$ cat config.mk
export PLATFORM = sky130hd
export DESIGN_NAME = fair_tree_arbiter
export DESIGN_NICKNAME = d
export VERILOG_FILES = /design/src/rtl/arb_pkg.sv /design/src/rtl/arb_node.sv /design/src/rtl/arb_select_tree.sv /design/src/rtl/arb_fair_ptrs.sv /design/src/rtl/arb_wait_monitor.sv /design/src/rtl/fair_tree_arbiter.sv
export SDC_FILE = /design/constraint.sdc
export NUM_CORES = 1
export LEC_CHECK = 0
export BUFFER_PORTS_ARGS = -buffer_cell sky130_fd_sc_hd__buf_2
export CAP_MARGIN = 0
export CELL_PAD_IN_SITES_DETAIL_PLACEMENT = 0
export CELL_PAD_IN_SITES_GLOBAL_PLACEMENT = 1
export CORE_ASPECT_RATIO = 0.75
export CORE_MARGIN = 2
export CORE_UTILIZATION = 50
export DETAILED_ROUTE_END_ITERATION = 10
export PLACE_DENSITY = 0.92
export SYNTH_ARGS = -nofsm -noshare
export SYNTH_HDL_FRONTEND = slang
export SYNTH_SLANG_ARGS = --single-unit
$ cat constraint.sdc
create_clock -name clk -period 2.7 [get_ports clk]
set_input_delay 0.135 -clock clk [delete_from_list [all_inputs] [get_ports clk]]
set_output_delay 0.135 -clock clk [all_outputs]
set_load 0.01 [all_outputs]
$ cat src/rtl/arb_pkg.sv
package arb_pkg;

    // Preference of a two-input tree cell: which child wins a tie.
    typedef enum logic {
        PREF_LEFT  = 1'b0,
        PREF_RIGHT = 1'b1
    } pref_e;

    // Top-level grant phase.
    typedef enum logic {
        PH_IDLE  = 1'b0,
        PH_GRANT = 1'b1
    } phase_e;

endpackage

$ cat src/rtl/arb_node.sv
// Two-input arbitration cell: combines child request summaries and
// forwards the selection from its parent to one child.
module arb_node
    import arb_pkg::*;
(
    input  logic  left_req,
    input  logic  right_req,
    input  pref_e pref,
    input  logic  sel_in,
    output logic  any_req,
    output logic  sel_left,
    output logic  sel_right,
    output logic  took_right
);

    always_comb begin
        any_req    = left_req | right_req;
        took_right = right_req & (~left_req | (pref == PREF_RIGHT));
        sel_right  = sel_in & took_right;
        sel_left   = sel_in & left_req & ~took_right;
    end

endmodule

$ cat src/rtl/arb_select_tree.sv
// Reduction tree of two-input cells. Heap numbering: node 1 is the root,
// node k has children 2k and 2k+1, requester i sits at leaf NUM_REQ+i.
module arb_select_tree
    import arb_pkg::*;
#(
    parameter int NUM_REQ = 8,
    localparam int NODES  = 2 * NUM_REQ
)(
    input  logic [NUM_REQ-1:0] req,
    input  logic [NUM_REQ-1:1] pref_vec,
    output logic [NUM_REQ-1:0] win_onehot,
    output logic [NUM_REQ-1:1] node_sel,
    output logic [NUM_REQ-1:1] node_right
);

    logic [NODES-1:1] up_any;
    logic [NODES-1:1] down_sel;

    // Leaves carry the raw request lines upward.
    for (genvar li = 0; li < NUM_REQ; li++) begin : g_leaf
        assign up_any[NUM_REQ + li] = req[li];
        assign win_onehot[li]       = down_sel[NUM_REQ + li];
    end

    // The root is selected whenever anything at all is requested.
    assign down_sel[1] = up_any[1];

    for (genvar k = 1; k < NUM_REQ; k++) begin : g_cell
        arb_node u_node (
            .left_req   (up_any[2*k]),
            .right_req  (up_any[2*k+1]),
            .pref       (pref_e'(pref_vec[k])),
            .sel_in     (down_sel[k]),
            .any_req    (up_any[k]),
            .sel_left   (down_sel[2*k]),
            .sel_right  (down_sel[2*k+1]),
            .took_right (node_right[k])
        );
        assign node_sel[k] = down_sel[k];
    end

endmodule

$ cat src/rtl/arb_fair_ptrs.sv
// Fairness state: one two-state preference machine per tree cell.
// Kept apart from the selection tree so either can change on its own.
module arb_fair_ptrs
    import arb_pkg::*;
#(
    parameter int NUM_REQ = 8
)(
    input  logic               clk,
    input  logic               rst_n,
    input  logic [NUM_REQ-1:1] node_sel,
    input  logic [NUM_REQ-1:1] node_right,
    output logic [NUM_REQ-1:1] pref_vec
);

    for (genvar k = 1; k < NUM_REQ; k++) begin : g_ptr
        pref_e state_q;
        pref_e state_d;

        // State register.
        always_ff @(posedge clk or negedge rst_n) begin
            if (!rst_n) begin
                state_q <= PREF_LEFT;
            end else begin
                state_q <= state_d;
            end
        end

        // Transitions: ROTATE_RIGHT after serving left, ROTATE_LEFT after right.
        always_comb begin
            state_d = state_q;
            unique case (state_q)
                PREF_LEFT: begin
                    if (node_sel[k] && !node_right[k]) begin
                        state_d = PREF_RIGHT;
                    end
                end
                PREF_RIGHT: begin
                    if (node_sel[k] && node_right[k]) begin
                        state_d = PREF_LEFT;
                    end
                end
                default: state_d = PREF_LEFT;
            endcase
        end

        assign pref_vec[k] = state_q;
    end

endmodule

$ cat src/rtl/arb_wait_monitor.sv
// Per-requester count of consecutive cycles spent waiting; flags any
// count that passes the configured bound.
module arb_wait_monitor #(
    parameter int NUM_REQ    = 8,
    parameter int WAIT_BOUND = 8,
    localparam int CNT_W     = $clog2(WAIT_BOUND + 2)
)(
    input  logic               clk,
    input  logic               rst_n,
    input  logic [NUM_REQ-1:0] req,
    input  logic [NUM_REQ-1:0] gnt,
    output logic               starve_err
);

    localparam logic [CNT_W-1:0] CNT_SAT   = CNT_W'(WAIT_BOUND + 1);
    localparam logic [CNT_W-1:0] CNT_LIMIT = CNT_W'(WAIT_BOUND);

    logic [NUM_REQ-1:0] over;

    for (genvar i = 0; i < NUM_REQ; i++) begin : g_wait
        logic [CNT_W-1:0] cnt_q;

        always_ff @(posedge clk or negedge rst_n) begin
            if (!rst_n) begin
                cnt_q <= '0;
            end else if (req[i] && !gnt[i]) begin
                if (cnt_q != CNT_SAT) begin
                    cnt_q <= cnt_q + 1'b1;
                end
            end else begin
                cnt_q <= '0;
            end
        end

        assign over[i] = (cnt_q > CNT_LIMIT);
    end

    assign starve_err = |over;

endmodule

$ cat src/rtl/fair_tree_arbiter.sv
module fair_tree_arbiter
    import arb_pkg::*;
#(
    parameter int NUM_REQ    = 8,
    parameter int WAIT_BOUND = NUM_REQ,
    localparam int IDX_W     = $clog2(NUM_REQ)
)(
    input  logic               clk,
    input  logic               rst_n,
    input  logic [NUM_REQ-1:0] req,
    output logic [NUM_REQ-1:0] gnt,
    output logic [IDX_W-1:0]   gnt_idx,
    output logic               gnt_valid,
    output logic               starve_err
);

    logic [NUM_REQ-1:1] pref_vec;
    logic [NUM_REQ-1:1] node_sel;
    logic [NUM_REQ-1:1] node_right;
    logic [NUM_REQ-1:0] win_onehot;
    logic [IDX_W-1:0]   win_idx;

    phase_e             phase_q;
    phase_e             phase_d;
    logic [NUM_REQ-1:0] gnt_q;
    logic [IDX_W-1:0]   idx_q;

    arb_select_tree #(.NUM_REQ(NUM_REQ)) u_tree (
        .req        (req),
        .pref_vec   (pref_vec),
        .win_onehot (win_onehot),
        .node_sel   (node_sel),
        .node_right (node_right)
    );

    arb_fair_ptrs #(.NUM_REQ(NUM_REQ)) u_fair (
        .clk        (clk),
        .rst_n      (rst_n),
        .node_sel   (node_sel),
        .node_right (node_right),
        .pref_vec   (pref_vec)
    );

    arb_wait_monitor #(.NUM_REQ(NUM_REQ), .WAIT_BOUND(WAIT_BOUND)) u_wait (
        .clk        (clk),
        .rst_n      (rst_n),
        .req        (req),
        .gnt        (gnt_q),
        .starve_err (starve_err)
    );

    // Encode the one-hot winner.
    always_comb begin
        win_idx = '0;
        for (int i = 0; i < NUM_REQ; i++) begin
            if (win_onehot[i]) begin
                win_idx = IDX_W'(i);
            end
        end
    end

    // Phase transitions: ISSUE, HOLD, RELEASE.
    always_comb begin
        phase_d = phase_q;
        unique case (phase_q)
            PH_IDLE:  phase_d = (|req) ? PH_GRANT : PH_IDLE;
            PH_GRANT: phase_d = (|req) ? PH_GRANT : PH_IDLE;
            default:  phase_d = PH_IDLE;
        endcase
    end

    // State and output registers.
    always_ff @(posedge clk or negedge rst_n) begin
        if (!rst_n) begin
            phase_q <= PH_IDLE;
            gnt_q   <= '0;
            idx_q   <= '0;
        end else begin
            phase_q <= phase_d;
            gnt_q   <= win_onehot;
            idx_q   <= win_idx;
        end
    end

    assign gnt       = gnt_q;
    assign gnt_idx   = idx_q;
    assign gnt_valid = (phase_q == PH_GRANT);

endmodule

Yosys cells after proc, flatten, opt, wreduce, memory -nomap -nowiden
Index checks and enable logic that the tools add are counted.

operators by class
  add/subtract/negate cells = 8
  $lt $le $gt $ge = 8
  eq/ne operators = 16
  multiplexer cells = 45
  bitwise logic cells = 63
  reductions and logical operators = 39

operators with widths
  cell                                                            count
  4-bit 2-to-1 mux                                                16
  4-bit by 1-bit adder with 4-bit output (second input constant)  8
  4-bit greater-than comparator (second input constant)           8
  4-bit != test (second input constant)                           8
  1-bit AND                                                       28
  1-bit logical AND                                               22
  1-bit NOT                                                       21
  1-bit 2-to-1 mux                                                16
  2-bit != test (second input constant)                           8
  8-bit OR reduction                                              2
  1-bit logical NOT                                               15
  1-bit bitwise OR                                                14
  1-bit case mux with 2 select lines                              7
  3-bit 2-to-1 mux                                                4
  2-bit 2-to-1 mux                                                2

word-level totals
  register bits = 51
  input bits = 10
  output and inout port bits = 13
  word-level logic and storage cells = 197

Depth between registers and ports, before layout
  word-level depth = 17
  depth in mapped cells = 6
  mapped depth without buffers = 6

Cells and area by module
A second synthesis with hierarchy kept.

unflattened totals
  cell total of the unflattened synthesis = 291
  area, all modules = 2816.5 um^2

by module, submodules not included
  module             instances  cells each  area an instance (um^2)  seq. area each (um^2)
  arb_wait_monitor   1          195         1891.8                   800.8
  fair_tree_arbiter  1          25          361.6                    300.3
  arb_fair_ptrs      1          28          319.1                    175.2
  arb_node           7          6           33.8                     0.0
  arb_select_tree    1          1           7.5                      0.0

Least setup slack after synthesis
No wires, ideal clock.

  path type = reg2reg
  start = reg with a tool-made name
  end = reg idx_q[0] (netlist: gnt_idx[0])
  library setup time = 0.132 ns
  data arrival time = 1.177 ns
  required time = 2.568 ns
  path slack = 1.392 ns
  stages on the path, launching flop included = 5
  path buffers = 0
  period minus slack after synthesis = 1.308 ns
  cells stage by stage = dfrtp_1 nand2b_1 a32o_1 o211ai_1 or3b_1

RTL lines
  element                 RTL line                 RTL
  end signal: assignment  fair_tree_arbiter.sv:81  idx_q <= win_idx;
  end: declaration        fair_tree_arbiter.sv:26  logic [IDX_W-1:0] idx_q;

Worst setup path in the final report
  start = reg u_wait.g_wait[1].cnt_q[0]
  end = out starve_err

between the ends
  longest elaborated chain between the ends = 2

RTL lines
  element                        RTL line                 RTL
  start: declaration             arb_wait_monitor.sv:21   logic [CNT_W-1:0] cnt_q;
  start signal: assignment       arb_wait_monitor.sv:28   cnt_q <= cnt_q + 1'b1;
  4-bit greater-than comparator  arb_wait_monitor.sv:35   assign over[i] = (cnt_q > CNT_LIMIT);
  8-bit OR reduction             arb_wait_monitor.sv:38   assign starve_err = |over;
  end: declaration               fair_tree_arbiter.sv:14  output logic starve_err

Every way passes these cells.

==> flow_metrics.py <==
metrics = {
    "die": {
        "fp.dieH_um": 67.78,
        "dieArea_sq_mm": 0.006034,
        "core_sq_mm": 0.005295,
        "io-pin-count": 23,
        "die_x_um": 89.03,
        "num_rows": 23,
        "start_util_pct": 51.21,
    },
    "clocking": {
        "clock_path_buffers": 2,
        "worstSkewPairLatency_ns": 0.30,
        "h-tree-depth": 2,
        "cts_tree": "done",
        "path_clk_slew_ns": 0.09,
        "cts_buffers": 5,
        "cts.sinks": 51,
        "cts_root_buf": "clkbuf_8",
        "cts_resized": 0,
    },
    "final_layout": {
        "area_growth_pct": 11.95,
        "finalNetCount": 340,
        "layout_common_cells": "51 x dfrtp_1, 37 x nor2_1, 25 x inv_1",
        "final_common_cell": "dfrtp_1",
        "nFillCells": 477,
        "n_antenna_cell": 0,
        "drive_above_1_share_pct": 12.75,
    },
    "drt": {
        "antenna_left": 0,
        "totalWireLength_um": 4584,
        "vias_per_cell": 5.024,
        "wire_per_inst_um": 12.03,
        "firstDrtPassIters": 4,
        "vias": 1914,
        "drtIter0Drc": 85,
        "drc": 0,
    },
    "power_and_ir_drop": {
        "power.density_mw_per_mm2": 709.1,
        "leakage_nw": 1.456,
        "max-vdd-ir-drop_uv": 321.7,
    },
    "timing": {
        "timing.final.ws_setup_ns": 0.8023,
        "fmax_ghz": 0.5270,
        "setup_tns_ns": 0,
        "drv_slew": 0,
        "post-route-min-period_ns": 1.898,
        "period_share_pct": 70.29,
        "final-hold-violation-count": 0,
        "relSlewSlack_pct": 56.69,
        "finalClockSkew_ns": 0.009041,
        "worst_hold_slack_ns": 0.1133,
        "rsz0062_at_grt": "false",
        "setup_viol": 0,
        "worst_pin_slew_ns": 0.6497,
    },
    "worst_setup_path": {
        "worstSetupPathType": "reg -> out",
        "cp_data_required_time_ns": 2.57,
        "worst-path-max-fanout": 4,
        "crit_arrival_ns": 1.76,
        "worst_setup_path_end_kind": "output pin",
        "start_kind": "flop",
    },
    "yosys": {
        "synth_top_family_by_area": "simple AND/OR/NAND/NOR gates",
        "syn-instance-count": 275,
        "synth-seq-area-share_pct": 47.07,
        "synth_xor_area_share_pct": 5.168,
        "post_synth_and_or_nand_nor_area_fraction_pct": 19.15,
        "synth.distinct_cells": 33,
        "ys_ff_latch": 51,
        "synth_top_area_share_pct": 47.07,
        "synth_area_leaders": "dfrtp_1 47%, ha_1 11%, nor2_1 5.1%, a21oi_1 3.7%, inv_1 3.5%",
        "synth_fa_ha_area_share_pct": 11.08,
        "avgSynthCellArea_sq_um": 9.859,
        "yosysTopAreaCell": "dfrtp_1",
        "syn_area_sq_mm": 0.002711,
        "synthMuxAreaShare_pct": 2.953,
        "synth_compound_area_share_pct": 11.12,
        "syn-num-nets": 309,
        "synth_warnings": 0,
    },
    "grt": {
        "use_met2_pct": 26.68,
        "grt_antenna_before_repair": 0,
        "grt_max_degree": 31,
        "grt_pass1_vias": 1771,
        "met1_usage_pct": 23.50,
        "grt_use_total_pct": 16.72,
        "grt_overflow": 0,
        "met3_usage_pct": 3.667,
        "grt.busiest_layer": "met2",
        "grt_first_pass_wirelength_um": 7769,
    },
    "placed_design": {
        "portBuffers": 22,
        "dp_hpwl_um": 3541,
        "gp_congestion": 0.7900,
        "place_ws_ns": 1.134,
    },
    "hold_path": {
        "hp-class": "in -> reg",
    },
    "run": {
        "cap_violations": 0,
    },
    "outcome": {
        "status": "complete, no violations",
    },
}
## kinds of logic after synthesis
family | Yosys count
compound gates | 47
fa+ha+maj | 24
xor+xnor | 16
flops | 51
simple gates | 104
mux | 8
buf+inv | 25
## Yosys cell counts, drive strengths merged
cell type   n
a21oi      20
a22oi       1
a31oi       3
a32o        1
a41oi       1
and3        2
dfrtp      51
ha         24
inv        25
mux2i       8
nand2      24
nand2b     12
nand3      11
nand3b      3
nand4       1
nand4b      1
nor2       38
nor4        2
o211ai      1
o21a        1
o21ai      16
o22a        2
o41ai       1
or2         4
or2b        5
or3b        1
xnor2       8
xor2        8
## power by group
| part | leakage [nW] | switching (mW) | internal (mW) |
|---|---|---|---|
| Sequential | 0.662 | 0.139 | 0.917 |
| Combinational | 0.743 | 0.319 | 0.267 |
| Clock | 0.0513 | 0.239 | 0.272 |
| Total | 1.46 | 0.697 | 1.46 |
## worst paths after layout
path                                           start                         to  slack [ns]  depth (start not counted)
max in group asynchronous                      rst_n  u_wait.g_wait[6].cnt_q[0]        1.57                          3
setup / recovery           u_wait.g_wait[1].cnt_q[0]                 starve_err        0.80                          7
hold reg to reg                                 flop                     gnt[4]        0.48                          1
min in group asynchronous                      rst_n                     gnt[2]        0.39                          2
setup reg to reg                                flop                 gnt_idx[0]        1.26                          4
hold / removal                                req[3]                     gnt[2]        0.11                          2
## layer usage
layer	vias up	share of wire (%)	routed length, um
met1	908	49	2254
met3	0	4.2	193
met5	-	0	0
met2	31	47	2136
met4	0	0	0
li1	975	-	-
## worst max-delay path, cell delays in order, from the launching register on
cell and delay [ns]:
dfrtp_1 0.42, inv_1 0.10, ha_1 0.15, inv_1 0.04
o21ai_0 0.26, nand4_1 0.15, nand4b_1 0.19, buf_2 0.16
## repair_timing
action                    in CTS  in global routing
hold endpoints to repair      29                  0
hold buffers                   1                  0
buffers inserted               0                  0
## final cells by class
cell class	instances	area [sq um]	share of cell area, %
sequential	51	1276	42.04
clock inverter	1	30.03	0.9893
multi-input combinational	199	1341	44.19
inverter	25	93.84	3.092
timing repair buffer	24	127.6	4.204
tap	75	93.84	3.092
clock buffer	6	72.57	2.391
## stage by stage
step / std cells / power (mW) / cell area (sq um) / util (%)
2_1_floorplan: 275 / 1.468 / 2711 / -
3_3_place_gp: 373 / 1.634 / 2923 / 55.20
3_5_place_dp: 373 / 1.658 / 2923 / 55.20
4_1_cts: 381 / 2.169 / 3035 / 57.33
5_1_grt: 381 / 2.308 / 3035 / 57.33
6_report: 381 / 2.152 / 3035 / 57.33
No activity file was read; power rests on OpenSTA's default activity.
